## config.mk

```make
export PLATFORM = sky130hd
export DESIGN_NAME = tl_gate_sequencer
export DESIGN_NICKNAME = d
export VERILOG_FILES = /design/src/rtl/tl_seq_pkg.sv /design/src/rtl/tl_seq_timer.sv /design/src/rtl/tl_leg_driver.sv /design/src/rtl/tl_gate_sequencer.sv
export SDC_FILE = /design/constraint.sdc
export NUM_CORES = 1
export LEC_CHECK = 0
export BUFFER_PORTS_ARGS = -buffer_cell sky130_fd_sc_hd__buf_4
export CAP_MARGIN = 20
export CELL_PAD_IN_SITES_DETAIL_PLACEMENT = 2
export CELL_PAD_IN_SITES_GLOBAL_PLACEMENT = 2
export CORE_UTILIZATION = 30
export CTS_CLUSTER_DIAMETER = 50
export DETAILED_ROUTE_END_ITERATION = 10
export MAX_ROUTING_LAYER = met4
export PLACE_DENSITY = 0.77
export SLEW_MARGIN = 0
export SYNTH_ARGS = -nofsm -noshare
export SYNTH_HDL_FRONTEND = slang
export SYNTH_SLANG_ARGS = --single-unit
```

## constraint.sdc

```tcl
create_clock -name clk -period 8.45 [get_ports clk]
set_input_delay 1.69 -clock clk [delete_from_list [all_inputs] [get_ports clk]]
set_output_delay 1.69 -clock clk [all_outputs]
set_load 0.01 [all_outputs]
```

## src/rtl/tl_seq_pkg.sv

```systemverilog
package tl_seq_pkg;
    localparam int NPH = 3;
    localparam int SIXTHS = 6;

    typedef enum logic [1:0] {
        LV_LOW  = 2'b00,
        LV_MID  = 2'b01,
        LV_HIGH = 2'b10,
        LV_OPEN = 2'b11
    } level_e;

    typedef logic [3:0] leg_gates_t;

    localparam leg_gates_t G_HIGH = 4'b0011;
    localparam leg_gates_t G_MID  = 4'b0110;
    localparam leg_gates_t G_LOW  = 4'b1100;

    function automatic leg_gates_t sixth_pattern(input logic [2:0] idx);
        leg_gates_t g;
        case (idx)
            3'd0, 3'd1: g = G_HIGH;
            3'd3, 3'd4: g = G_LOW;
            default:    g = G_MID;
        endcase
        return g;
    endfunction

    function automatic logic [2:0] phase_sixth(input logic [2:0] s, input int ph);
        int v;
        v = (int'(s) + SIXTHS * NPH - 2 * ph) % SIXTHS;
        return 3'(v);
    endfunction

    function automatic level_e level_of(input leg_gates_t g);
        level_e l;
        case (g)
            G_HIGH:  l = LV_HIGH;
            G_MID:   l = LV_MID;
            G_LOW:   l = LV_LOW;
            default: l = LV_OPEN;
        endcase
        return l;
    endfunction
endpackage

```

## src/rtl/tl_seq_timer.sv

```systemverilog
module tl_seq_timer #(
    parameter int CNT_W = 24
) (
    input  logic             clk,
    input  logic             rst,
    input  logic             en,
    input  logic [CNT_W-1:0] period_len,
    output logic [2:0]       sixth
);
    localparam logic [CNT_W-1:0] ONE = CNT_W'(1);

    logic [CNT_W-1:0] seg_q;
    logic [CNT_W-1:0] tick_q;
    logic [CNT_W-1:0] seg_new;

    always_comb begin
        seg_new = period_len / CNT_W'(6);
        if (seg_new == '0)
            seg_new = ONE;
    end

    always_ff @(posedge clk) begin
        if (rst || !en) begin
            tick_q <= '0;
            sixth  <= 3'd0;
            seg_q  <= seg_new;
        end else if (tick_q == seg_q - ONE) begin
            tick_q <= '0;
            if (sixth == 3'd5) begin
                sixth <= 3'd0;
                seg_q <= seg_new;
            end else begin
                sixth <= sixth + 3'd1;
            end
        end else begin
            tick_q <= tick_q + ONE;
        end
    end
endmodule

```

## src/rtl/tl_leg_driver.sv

```systemverilog
module tl_leg_driver
    import tl_seq_pkg::*;
#(
    parameter int PH   = 0,
    parameter int DT_W = 8
) (
    input  logic            clk,
    input  logic            rst,
    input  logic            en,
    input  logic [2:0]      sixth,
    input  logic [DT_W-1:0] dead_cnt,
    output leg_gates_t      gates
);
    leg_gates_t      target;
    logic            busy_q;
    logic [DT_W-1:0] dcnt_q;

    always_comb target = sixth_pattern(phase_sixth(sixth, PH));

    always_ff @(posedge clk) begin
        if (rst || !en) begin
            gates  <= '0;
            busy_q <= 1'b0;
            dcnt_q <= '0;
        end else if (busy_q) begin
            if (dcnt_q <= DT_W'(1)) begin
                gates  <= target;
                busy_q <= 1'b0;
            end else begin
                dcnt_q <= dcnt_q - DT_W'(1);
            end
        end else if (gates != target) begin
            if (dead_cnt == '0) begin
                gates <= target;
            end else begin
                gates  <= gates & target;
                busy_q <= 1'b1;
                dcnt_q <= dead_cnt;
            end
        end
    end
endmodule

```

## src/rtl/tl_gate_sequencer.sv

```systemverilog
module tl_gate_sequencer
    import tl_seq_pkg::*;
#(
    parameter int CNT_W = 24,
    parameter int DT_W  = 8
) (
    input  logic                 clk,
    input  logic                 rst,
    input  logic                 en,
    input  logic [CNT_W-1:0]     period_len,
    input  logic [DT_W-1:0]      dead_cnt,
    output logic [4*NPH-1:0]     gate,
    output logic [2*NPH-1:0]     level
);
    logic [2:0] sixth;

    tl_seq_timer #(.CNT_W(CNT_W)) u_timer (
        .clk(clk), .rst(rst), .en(en),
        .period_len(period_len), .sixth(sixth)
    );

    for (genvar p = 0; p < NPH; p++) begin : g_leg
        leg_gates_t lg;
        tl_leg_driver #(.PH(p), .DT_W(DT_W)) u_leg (
            .clk(clk), .rst(rst), .en(en),
            .sixth(sixth), .dead_cnt(dead_cnt), .gates(lg)
        );
        assign gate[4*p +: 4]  = lg;
        assign level[2*p +: 2] = level_of(lg);
    end
endmodule

```

==> impl_metrics.json <==
{
  "placed_cell_area_mm2": 0.00862,
  "synth_compound_area_share_pct": 23.9,
  "cts.clk_slew.worst_paths_ns": 0.07,
  "fin_nets": 1154,
  "die_area_mm2": 0.0276,
  "grt_pass1_wl_um": 42500,
  "num_antenna_cells": 0,
  "leakagePower_nw": 3.39,
  "drc": 9,
  "ir_worst_vdd_mv": 0.0752,
  "cp-start-kind": "input port",
  "violations": "DRC",
  "antenna_left": 0,
  "place_congestion": 0.833,
  "timing.final.crit_share_pct": 89.2,
  "tightestPinTransition_ns": 0.833,
  "final_cell_mix": "nor2_1, nand2_1, a21oi_1",
  "swShare_pct": 35.7,
  "antenna_found_initial": 0,
  "ys_warn_count": 0,
  "final_cell_count_no_fill": 1430,
  "ios": 53,
  "clk_path_buf_depth": 2,
  "synth-simple-area-share_pct": 30.1,
  "postCtsSetupBuffers": 0,
  "drt-pass1-iter-count": 9,
  "ys_ff_latch": 88,
  "grt_use_total_pct": 18.9,
  "drive_gt1_share_pct": 10.0,
  "overflow": 0,
  "seq_area_mm2": 0.00198,
  "final_area_mm2": 0.00895,
  "rsz0062_at_grt": "false",
  "first_iter_violations": 314,
  "maxCapViolations": 0,
  "syn_avg_cell_area_um2": 7.40,
  "async_flop_share_pct": 0,
  "synth_edf_count": 22,
  "finalPower_mw": 1.43,
  "wirelength_um": 25000,
  "chipHeight_um": 166,
  "grt_max_degree": 42,
  "vias_per_cell": 5.63,
  "skew_ns": 0.00701,
  "wire_per_inst_um": 17.5,
  "cts_resized": 0,
  "crit_arrival_ns": 7.65,
  "synth_ff_type": "dfxtp_1",
  "switchingPower_uw": 508,
  "p_seq_share_pct": 36.0,
  "finalMaxSlewViolations": 0,
  "area_growth_pct": 10.9,
  "h-tree-depth": 3,
  "core_area_mm2": 0.0262,
  "vias": 8044,
  "first_global_vias": 8333,
  "status": "complete, but fails checks",
  "synth_top_family_by_area": "simple AND/OR/NAND/NOR gates",
  "multiInputGateArea_mm2": 0.00560,
  "finalHoldViolCount": 0,
  "p_per_area_mw_per_mm2": 159,
  "clk_latency_ns": 0.36,
  "initial_core_util_pct": 30.8,
  "placed_cells": 1413,
  "max_slew_margin_pct": 44.4,
  "hold_buffers": 0,
  "clkPwrFrac_pct": 30.8,
  "tritoncts": "done",
  "worst_setup_path_end_kind": "flop",
  "crit_fanout": 15,
  "power_frac_comb_pct": 33.1,
  "synth.yosys.seq_area_share_pct": 24.6,
  "finalSetupTns_ns": 0,
  "criticalPathCategory": "in -> reg",
  "rows": 59,
  "post-route-util_pct": 34.2,
  "p_int_uw": 917,
  "die_w_um": 166,
  "synth_fa_ha_area_share_pct": 4.87,
  "synth_fp_nets": 1155,
  "dp_hpwl_um": 18300,
  "holdCritPathClass": "reg -> reg",
  "synth_cell_type_count": 94,
  "synth-xor-area-share_pct": 6.73,
  "synth_cells": 1091,
  "final_common_cell": "nor2_1",
  "clock.fmax_ghz": 0.133,
  "portBuffers": 51,
  "numCtsBuffers": 9,
  "worstPathRequired_ns": 8.56,
  "fill_cells": 3059,
  "clock-sinks": 88,
  "finalSetupViolations": 0,
  "timing.final.crit_period_ns": 7.54,
  "netlist_area_mm2": 0.00807,
  "muxShareOfSynthArea_pct": 3.46,
  "cts_root_buffer": "clkbuf_16"
}
worst paths after layout:
| check | start | end | slack (ns) | cells past startpoint |
|---|---|---|---|---|
| worst max register to register | u_timer.sixth[1]$_SDFFE_PP0P_ | g_leg[1].u_leg.gates[2]$_SDFFE_PP0P_ | 3.65 | 17 |
| worst min-delay path | g_leg[2].u_leg.dcnt_q[1]$_SDFFE_PP0P_ | g_leg[2].u_leg.dcnt_q[1]$_SDFFE_PP0P_ | 0.52 | 2 |
| worst max-delay path | period_len[19] | u_timer.seg_q[0]$_SDFFCE_PN1P_ | 0.91 | 24 |
| worst min register to register | g_leg[2].u_leg.dcnt_q[1]$_SDFFE_PP0P_ | g_leg[2].u_leg.dcnt_q[1]$_SDFFE_PP0P_ | 0.52 | 2 |
synth_stat cells, types with 5 or more instances:
library cell | count | area share, %
o211ai_1 | 15 | 1.4
mux2i_1 | 22 | 2.7
o311a_1 | 6 | 0.74
nand3_1 | 30 | 1.9
buf_2 | 13 | 0.81
nor4bb_1 | 5 | 0.62
xor2_1 | 36 | 3.9
and3_1 | 14 | 1.1
a21o_1 | 7 | 0.65
nor4_1 | 14 | 1.1
a2111oi_0 | 7 | 0.76
a22oi_1 | 5 | 0.47
dfxtp_1 | 66 | 16
a211oi_1 | 22 | 2.0
nor2_1 | 143 | 6.7
inv_1 | 44 | 2.0
nor3b_1 | 5 | 0.47
nand4_1 | 11 | 0.85
nand2_1 | 110 | 5.1
or2_2 | 6 | 0.47
nor2b_1 | 18 | 1.4
o21ai_0 | 47 | 2.9
o21ai_1 | 6 | 0.37
ha_1 | 29 | 4.5
nand2b_1 | 19 | 1.5
buf_6 | 5 | 0.70
nand4b_1 | 7 | 0.76
o22ai_1 | 18 | 1.4
o31ai_1 | 6 | 0.56
a31oi_1 | 15 | 1.2
a21oi_1 | 71 | 4.4
or3_1 | 20 | 1.6
edfxtp_1 | 22 | 8.2
or4_1 | 7 | 0.65
xnor2_1 | 26 | 2.8
nor3_1 | 40 | 2.5
nand3b_1 | 7 | 0.65
clkbuf_1 | 48 | 2.2
and2_1 | 9 | 0.70
critical path, cell delays in order:
cell and delay (ns):
buf_4 0.17, nor4bb_1 0.49, a2111oi_4 0.12, a21oi_4 0.40
o31ai_1 0.17, a211o_1 0.31, o22ai_1 0.50, a21oi_1 0.19
a311oi_4 0.34, buf_4 0.20, nor2_1 0.07, nand2_1 0.11
nand4_2 0.22, o211a_1 0.28, and3_4 0.22, inv_1 0.20
a211oi_1 0.12, o31a_1 0.36, nor3_4 0.44, mux2i_1 0.19
nor3_4 0.29, nand2_1 0.08, or3_1 0.31, and3_1 0.17
flip-flops by register name, summed over array words and instances (netlist names):
name and count:
g_leg.u_leg.busy_q 3, g_leg.u_leg.dcnt_q 24, g_leg.u_leg.gates 12, u_timer.seg_q 22
u_timer.sixth 3, u_timer.tick_q 24
kinds of logic after synthesis:
kind of cell               after synthesis
DFF                                     88
other                                    1
buffers and inverters                  118
xor gates and xnor gates                62
and+or+nand+nor                        484
muxes                                   27
AOI/OAI and AO/OA                      279
adders and majority gates               32
layer usage:
metal,part of all wire (%),GRT usage (%)
met5,0,-
met4,1.5,4.92
met3,1.9,2.00
met2,50,33.2
met1,47,22.9
area by class of cell:
class                           count  area share [%]
Inverter                           45            1.89
Clock buffer                       12            2.99
Multi-Input combinational cell    885            62.5
Tap cell                          335            4.68
Timing Repair Buffer               61            5.20
Sequential cell                    88            22.1
Clock inverter                      4           0.629
power groups by stage:
stage	Sequential [mW]	Combinational (mW)	Clock, mW
final	0.514	0.472	0.439
after global placement	0.519	0.452	0
after floorplan	0.507	0.368	0
after global routing	0.520	0.527	0.464
after detailed placement	0.524	0.471	0
after CTS	0.514	0.475	0.454
stage by stage:
| stage | hold slack, ns | setup WS (ns) |
|---|---|---|
| 3_3_place_gp | 0.500 | 0.723 |
| 6_report | 0.522 | 0.914 |
| 2_1_floorplan | 0.459 | 1.52 |
| 5_1_grt | 0.558 | 0.406 |
| 4_1_cts | 0.521 | 0.932 |
| 3_5_place_dp | 0.508 | 0.568 |
Note: power is estimated with default switching activity, not from simulation.
